File: config.mk
export PLATFORM = sky130hd
export DESIGN_NAME = phase_wait_ctrl
export DESIGN_NICKNAME = d
export VERILOG_FILES = /design/src/rtl/pwc_pkg.sv /design/src/rtl/pwc_region.sv /design/src/rtl/pwc_watchdog.sv /design/src/rtl/phase_wait_ctrl.sv
export SDC_FILE = /design/constraint.sdc
export NUM_CORES = 1
export LEC_CHECK = 0
export BUFFER_PORTS_ARGS = -buffer_cell sky130_fd_sc_hd__buf_2
export CAP_MARGIN = 20
export CORE_UTILIZATION = 24
export DETAILED_ROUTE_END_ITERATION = 8
export GPL_ROUTABILITY_DRIVEN = 0
export HOLD_SLACK_MARGIN = 0.06
export PLACE_DENSITY = 0.45
export SETUP_SLACK_MARGIN = 0.4
export SYNTH_ARGS = -nofsm -noshare
export SYNTH_HDL_FRONTEND = slang
export SYNTH_SLANG_ARGS = --single-unit
File: constraint.sdc
create_clock -name clk -period 1.6 [get_ports clk]
set_input_delay 0.48 -clock clk [delete_from_list [all_inputs] [get_ports clk]]
set_output_delay 0.48 -clock clk [all_outputs]
set_load 0.03 [all_outputs]
File: src/rtl/pwc_pkg.sv
package pwc_pkg;

    typedef enum logic [1:0] {
        RG_VOID   = 2'd0,
        RG_SHARED = 2'd1,
        RG_LOCAL  = 2'd2
    } region_e;

    typedef enum logic [2:0] {
        ST_IDLE  = 3'd0,
        ST_ALIGN = 3'd1,
        ST_SLOT  = 3'd2,
        ST_LOCAL = 3'd3,
        ST_VOID  = 3'd4,
        ST_FAULT = 3'd5,
        ST_ACK   = 3'd6,
        ST_BERR  = 3'd7
    } state_e;

    // Shared memory lies below shared_top, local registers at or above local_base.
    function automatic region_e classify(input logic [31:0] addr,
                                         input logic [31:0] shared_top,
                                         input logic [31:0] local_base);
        if (addr < shared_top)
            return RG_SHARED;
        else if (addr >= local_base)
            return RG_LOCAL;
        else
            return RG_VOID;
    endfunction

endpackage

File: src/rtl/pwc_region.sv
module pwc_region #(
    parameter int unsigned AW         = 24,
    parameter int unsigned SHARED_TOP = 32'h0040_0000,
    parameter int unsigned LOCAL_BASE = 32'h00FF_8000
) (
    input  logic [AW-1:0]          addr,
    output pwc_pkg::region_e       region
);
    always_comb begin
        region = pwc_pkg::classify(32'(addr), SHARED_TOP, LOCAL_BASE);
    end
endmodule

File: src/rtl/pwc_watchdog.sv
module pwc_watchdog #(
    parameter int unsigned LIMIT = 64,
    parameter int unsigned TAIL  = 4
) (
    input  logic clk,
    input  logic rst_n,
    input  logic run,
    output logic expired,
    output logic term_done
);
    localparam int unsigned TOTAL = LIMIT + TAIL;
    localparam int unsigned CW    = $clog2(TOTAL + 1);

    logic [CW-1:0] cnt_q;

    // Counts clocks of an unanswered strobe; cleared whenever run drops.
    always_ff @(posedge clk) begin
        if (!rst_n)
            cnt_q <= '0;
        else if (!run)
            cnt_q <= '0;
        else if (cnt_q != CW'(TOTAL))
            cnt_q <= cnt_q + CW'(1);
    end

    assign expired   = (cnt_q == CW'(LIMIT));
    assign term_done = (cnt_q == CW'(TOTAL));
endmodule

File: src/rtl/phase_wait_ctrl.sv
module phase_wait_ctrl #(
    parameter int unsigned AW         = 24,
    parameter int unsigned SLOT_CLKS  = 4,
    parameter int unsigned WDOG_CLKS  = 64,
    parameter int unsigned SHARED_TOP = 32'h0040_0000,
    parameter int unsigned LOCAL_BASE = 32'h00FF_8000,
    localparam int unsigned PW        = $clog2(SLOT_CLKS)
) (
    input  logic          clk,
    input  logic          rst_n,
    input  logic          cpu_strobe,
    input  logic [AW-1:0] cpu_addr,
    input  logic [PW-1:0] slot_phase,
    input  logic          reg_ack,
    output logic          cpu_dtack,
    output logic          cpu_berr,
    output logic          ram_grant
);
    import pwc_pkg::*;

    state_e  state_q, state_d;
    region_e region;
    logic    on_slot;
    logic    wd_run, wd_expired, wd_term_done;

    pwc_region #(
        .AW         (AW),
        .SHARED_TOP (SHARED_TOP),
        .LOCAL_BASE (LOCAL_BASE)
    ) u_region (
        .addr   (cpu_addr),
        .region (region)
    );

    // Watchdog runs while the strobe is pending and no termination is shown.
    assign wd_run = cpu_strobe && (state_q != ST_ACK) && (state_q != ST_BERR);

    pwc_watchdog #(
        .LIMIT (WDOG_CLKS),
        .TAIL  (SLOT_CLKS)
    ) u_wdog (
        .clk       (clk),
        .rst_n     (rst_n),
        .run       (wd_run),
        .expired   (wd_expired),
        .term_done (wd_term_done)
    );

    assign on_slot = (slot_phase == '0);

    always_ff @(posedge clk) begin
        if (!rst_n)
            state_q <= ST_IDLE;
        else
            state_q <= state_d;
    end

    always_comb begin
        state_d = state_q;
        unique case (state_q)
            ST_IDLE: begin
                if (cpu_strobe) begin
                    unique case (region)
                        RG_SHARED: state_d = on_slot ? ST_SLOT : ST_ALIGN;
                        RG_LOCAL:  state_d = reg_ack ? ST_ACK  : ST_LOCAL;
                        default:   state_d = ST_VOID;
                    endcase
                end
            end
            ST_ALIGN: begin
                if (!cpu_strobe)  state_d = ST_IDLE;
                else if (on_slot) state_d = ST_SLOT;
            end
            ST_SLOT: begin
                // The slot ends at the next phase-0 edge.
                if (!cpu_strobe)  state_d = ST_IDLE;
                else if (on_slot) state_d = ST_ACK;
            end
            ST_LOCAL: begin
                if (!cpu_strobe)     state_d = ST_IDLE;
                else if (reg_ack)    state_d = ST_ACK;
                else if (wd_expired) state_d = ST_FAULT;
            end
            ST_VOID: begin
                if (!cpu_strobe)     state_d = ST_IDLE;
                else if (wd_expired) state_d = ST_FAULT;
            end
            ST_FAULT: begin
                // Error transaction: acknowledges are no longer looked at.
                if (!cpu_strobe)       state_d = ST_IDLE;
                else if (wd_term_done) state_d = ST_BERR;
            end
            ST_ACK, ST_BERR: begin
                if (!cpu_strobe) state_d = ST_IDLE;
            end
            default: state_d = ST_IDLE;
        endcase
    end

    always_comb begin
        cpu_dtack = (state_q == ST_ACK);
        cpu_berr  = (state_q == ST_BERR);
        ram_grant = (state_q == ST_SLOT);
    end

endmodule

## Word-level counts from Yosys, hierarchy flattened

Index checks and enable logic that the tools add are counted.

- $add $sub $neg: 1
- Order comparisons: 2
- Eq/ne operators: 19
- Mux-type cells: 18
- Reductions and logical operators: 7

Operators with widths:

| cell | number |
|---|---|
| $mux W3 | 13 |
| $ge A24 B24 Y1 const B | 1 |
| $lt A24 B23 Y1 const B | 1 |
| $pmux W3 S7 | 1 |
| $eq A7 B7 Y1 const B | 2 |
| $eq A3 B3 Y1 const B | 4 |
| $ne A3 B3 Y1 const B | 3 |
| $add A7 B1 Y7 const B | 1 |
| $ne A7 B7 Y1 const B | 1 |
| $eq A3 B2 Y1 const B | 2 |
| $mux W2 | 3 |
| $ne A3 B2 Y1 const B | 2 |
| $pmux W3 S2 | 1 |
| $reduce_and A5 Y1 | 1 |
| $ne A2 B2 Y1 const B | 2 |
| $eq A3 B1 Y1 const B | 1 |
| $logic_not A3 Y1 | 1 |
| $eq A2 B1 Y1 const B | 1 |
| $eq A2 B2 Y1 const B | 1 |
| $logic_and A1 B1 Y1 | 2 |
| $logic_not A2 Y1 | 1 |
| $reduce_and A2 Y1 | 1 |
| $reduce_or A2 Y1 | 1 |

- Flip-flop bits (word level): 10
- Input bits: 30
- Output and inout port bits: 3
- Logic and storage cells: 49

## Longest topological paths before layout

- Depth in word-level cells: 7
- Mapped depth: 7
- Mapped depth without buffers: 7

## Hierarchy

A second synthesis with hierarchy kept.

- Cell total of the unflattened synthesis: 104
- Area total of the unflattened synthesis: 790.8 um2

Modules (own cells, without submodules):

| module | times used | cells an instance | area each (um2) | seq. area each (um2) |
|---|---|---|---|---|
| phase_wait_ctrl | 1 | 60 | 404.1 | 60.1 |
| pwc_watchdog | 1 | 39 | 357.8 | 140.1 |
| pwc_region | 1 | 5 | 28.8 | 0.0 |

## Least setup slack after synthesis

No wires, ideal clock.

- Kind: flip-flop to output port
- From: register state_q[2]
- To: output cpu_dtack
- Arrival: 1.213 ns
- Data required time: 1.120 ns
- Slack: -0.093 ns
- Stages on the path, launching flop included: 3
- Cells stage by stage: dfxtp_1 > inv_1 > nor3b_1

- Word-level cells in the longest chain between the ends: 1

Ends and longest elaborated chain:

| what | RTL line | RTL |
|---|---|---|
| start, declared | phase_wait_ctrl.sv:21 | `state_e state_q, state_d;` |
| start signal, assigned | phase_wait_ctrl.sv:55 | `state_q <= state_d;` |
| $eq A3 B3 Y1 | phase_wait_ctrl.sv:101 | `cpu_dtack = (state_q == ST_ACK);` |
| end, declared | phase_wait_ctrl.sv:15 | `output logic cpu_dtack,` |

Every way passes these cells.

## Final worst setup path

Ends and elaborated chain as after synthesis.

==> reports/metrics.csv <==
stage,metric,value,unit
outcome,result of the run,"finished, final reports clean",
route,count of nets left with antenna violations after detail routing,0,
min_path,Worst Hold Launch,rst_n,
die,Die H,55.8,um
clock_tree,Clock Pin Slew Worst Setup and Hold Paths,0.06,ns
sta,unrepaired setup endpoints after global routing,yes,
route,first-pass iteration count of the detailed router,4,
clock_tree,maximum level of the CTS H-tree,1,
sta,slew at the pin closest to its max-slew limit,0.251,ns
sta,worst clock skew,0.00194,ns
logic_synthesis,proportion of register bits with asynchronous set or reset after synthesis,0,%
setup_path,depth of the worst register-to-register path,7,
route,Via-to-Cell Ratio,4.74,
logic_synthesis,number of warnings printed during yosys synthesis,0,
sta,Post-Route Hold Slack,0.473,ns
route,overall via count from detail_route,730,
die,Die ar.,0.00312,mm^2
global_route,global-route wire length before repair,3.04,mm
power_and_ir_drop,switching component of the power,0.000248,W
global_route,maximum number of pins on one net before global-route repair,9,
logic_synthesis,synthesized instance count,85,
logic_synthesis,top post-synthesis cells by area,"sky130_fd_sc_hd__dfxtp_1 (29%), sky130_fd_sc_hd__nor2_1 (9.2%), sky130_fd_sc_hd__a21oi_1 (5.8%)",
route,routed len/inst,11.4,um
place,count of buffers from port buffering,17,
clock_tree,master cell of the clock root buffer,sky130_fd_sc_hd__clkbuf_4,
power_and_ir_drop,internal power,0.000508,W
setup_path,Worst Setup Start Kind,register,
clock_tree,CTS buffer count,3,
die,Placement Rows,19,
min_path,kind of path behind the tightest hold check,in -> reg,
power_and_ir_drop,IR Drop Worst-Case VDD,0.479,mV
clock_tree,clock tree from TritonCTS,yes,
logic_synthesis,number of distinct library cells after synthesis,32,
layout,layout cell share with drive strength beyond 1,63.4,%
route,Starting DRT DRC Count,16,
global_route,total overflow reported by the global router,0,
logic_synthesis,sequential element share of the synthesized area,28.8,%
logic_synthesis,syn nets,117,
logic_synthesis,number of flops mapped to enable cells by yosys,0,
logic_synthesis,cell type contributing the most total cell area after synthesis,sky130_fd_sc_hd__dfxtp_1,
die,die outline width,55.8,um
global_route,initial antenna violation count,0,
sta,final critical-path required period,1.54,ns
sta,Final setup violation count,0,
min_path,terminating pin of the worst hold path,state_q[2],
layout,total inserted antenna cells,0,
place,placement-stage cell area,876,um^2
logic_synthesis,number of storage elements in the synthesis netlist,10,
min_path,cell depth of the worst min-delay path,3,
power_and_ir_drop,part of the total power dissipated in sequential elements,38.7,%
logic_synthesis,portion of synthesized cell area occupied by the leading cell type,28.8,%
clock_tree,hold buffers post-CTS,0,
die,Top-Level Pins,33,
logic_synthesis,prevailing post-synth register cell,sky130_fd_sc_hd__dfxtp_1,
route,DRC violation count after routing,0,
power_and_ir_drop,switching power share of the total,32.8,%
power_and_ir_drop,Leak Pwr,0.479,nW
global_route,overall track demand over capacity in global routing,12.3,%
setup_path,worst setup path startpoint,state_q[2],
sta,timing-limited maximum frequency,0.648,GHz
logic_synthesis,"Avg Cell Area, Syn",8.18,um^2
setup_path,reg-to-reg critical path endpoint,state_q[0],
setup_path,"reg-to-reg slack, setup",0.13,ns
clock_tree,source-to-sink clock delay at the later pin of the worst-skew pair,0.26,ns
clock_tree,number of buffers between clock root and the deepest sink,2,
sta,total negative slack,0,ns
power_and_ir_drop,Comb pwr share,39.2,%
run,number of violations of the max-capacitance limit,0,
route,routed wire length,1.76,mm
sta,pins over their slew limit,0,
setup_path,maximum fanout count along the critical path,6,
layout,cell area after layout,0.00117,mm^2
die,core area,0.00276,mm^2
clock_tree,clock sink count,10,
power_and_ir_drop,Cell Pwr Density,647,mW/mm^2
sta,worst slew slack as a fraction of its limit,83.1,%
setup_path,endpoint type of the worst setup path,output pin,
setup_path,CP arrival,1.06,ns
global_route,via count of the first global-routing pass,741,
sta,Final Hold Fails,0,
logic_synthesis,Post-Syn Area,696,um^2
sta,final worst-path cycle share,96.5,%
layout,area added between synthesis and finish,67.8,%
die,effective utilization at floorplan,25.2,%
setup_path,R2R Path Start,u_wdog.cnt_q[1],
setup_path,required time at the endpoint of the critical path,1.12,ns
layout,final standard cell utilization of the core,42.3,%
place,half-perimeter wire length of the detailed placement result,1.21,mm
power_and_ir_drop,part of the power in the clock network,22.1,%
setup_path,Setup Crit Path Kind,reg -> out,
layout,final net count,157,
per-stage QoR:
step	worst slack, ns	total power [W]	instances
final	0.0566	0.000756	154
after CTS	0.0216	0.000727	148
after detailed placement	0.0869	0.000500	136
after global placement	0.0674	0.000500	136
after floorplan	0.248	0.000455	85
after global routing	0.0170	0.000806	154
placed cells by master, fill, tap and decap left out, types with 2 or more instances in the layout:
master                     synthesis  layout
sky130_fd_sc_hd__inv_2             0       3
sky130_fd_sc_hd__xor2_1            2       2
sky130_fd_sc_hd__dfxtp_1          10       5
sky130_fd_sc_hd__buf_4             0      15
sky130_fd_sc_hd__nor2_2            0       2
sky130_fd_sc_hd__buf_6             2       7
sky130_fd_sc_hd__nand2_1           5       4
sky130_fd_sc_hd__xnor2_1           4       3
sky130_fd_sc_hd__dfxtp_2           0       2
sky130_fd_sc_hd__a21oi_1           8       3
sky130_fd_sc_hd__clkbuf_4          0       3
sky130_fd_sc_hd__a21oi_2           0       5
sky130_fd_sc_hd__nor3b_4           0       2
sky130_fd_sc_hd__nor2_1           17      14
sky130_fd_sc_hd__buf_2             0      14
sky130_fd_sc_hd__ha_4              0       2
sky130_fd_sc_hd__inv_1             6       2
sky130_fd_sc_hd__dfxtp_4           0       3
worst max-delay path, stage by stage (launching register included):
cell and delay, ns:
sky130_fd_sc_hd__dfxtp_4 0.39, sky130_fd_sc_hd__inv_4 0.07, sky130_fd_sc_hd__nor3b_4 0.19, sky130_fd_sc_hd__buf_6 0.15
logic make-up (layout without fill, tap and decap cells):
| group | after synthesis | count (layout) | share of synthesized area [%] |
|---|---|---|---|
| buffers and inverters | 8 | 46 | 6.47 |
| AND/OR/NAND/NOR | 38 | 38 | 31.5 |
| flip-flops | 10 | 10 | 28.8 |
| adder cells (fa/ha/maj) | 2 | 2 | 3.60 |
| AO/OA/AOI/OAI | 21 | 21 | 22.1 |
| XOR/XNOR | 6 | 6 | 7.55 |
layer usage:
metal	track usage, %	part of all wire [%]	vias up
li1	-	-	375
met1	14.2	45	333
met2	21.7	50	20
met3	2.79	5.2	2
met4	5.23	0.57	0
met5	0	0	-
final cells by class:
type	instances	area, um^2
tap	31	38.8
timing repair buffer	37	277
multi-input combinational	67	591
fill	287	1590
sequential	10	214
inverter	6	25.0
clock buffer	3	22.5
registers in the layout, summed over array words and instances, names as in the netlist:
signal,cells
state_q,3
u_wdog.cnt_q,7
worst max-delay path by stage:
stage | end | slack, ns | cells after the start
2_1_floorplan | state_q[2] | 0.25 | 7
3_3_place_gp | state_q[0] | 0.07 | 6
3_5_place_dp | state_q[0] | 0.09 | 6
4_1_cts | cpu_dtack | 0.02 | 3
5_1_grt | ram_grant | 0.02 | 3
6_report | cpu_dtack | 0.06 | 3
power by group through the flow:
stage               sequential, W  combinational, W  clock [W]
floorplan                0.000282          0.000173          0
global placement         0.000304          0.000196          0
detailed placement       0.000304          0.000196          0
CTS                      0.000295          0.000255   0.000177
global route             0.000295          0.000323   0.000188
finish                   0.000293          0.000296   0.000167
Yosys cell counts (4+ instances only):
cell type and count:
sky130_fd_sc_hd__xnor2_1 4, sky130_fd_sc_hd__inv_1 6, sky130_fd_sc_hd__dfxtp_1 10, sky130_fd_sc_hd__a21oi_1 8, sky130_fd_sc_hd__nor2_1 17, sky130_fd_sc_hd__nand2_1 5
repair_timing:
item / CTS / global route
resized for setup: 27 / 15
gates cloned: 0 / 0
pin swaps: 13 / 14
setup buffers: 9 / 6
endpoints found under the setup margin: 12 / 13
No activity file was read; power rests on OpenSTA's default activity.
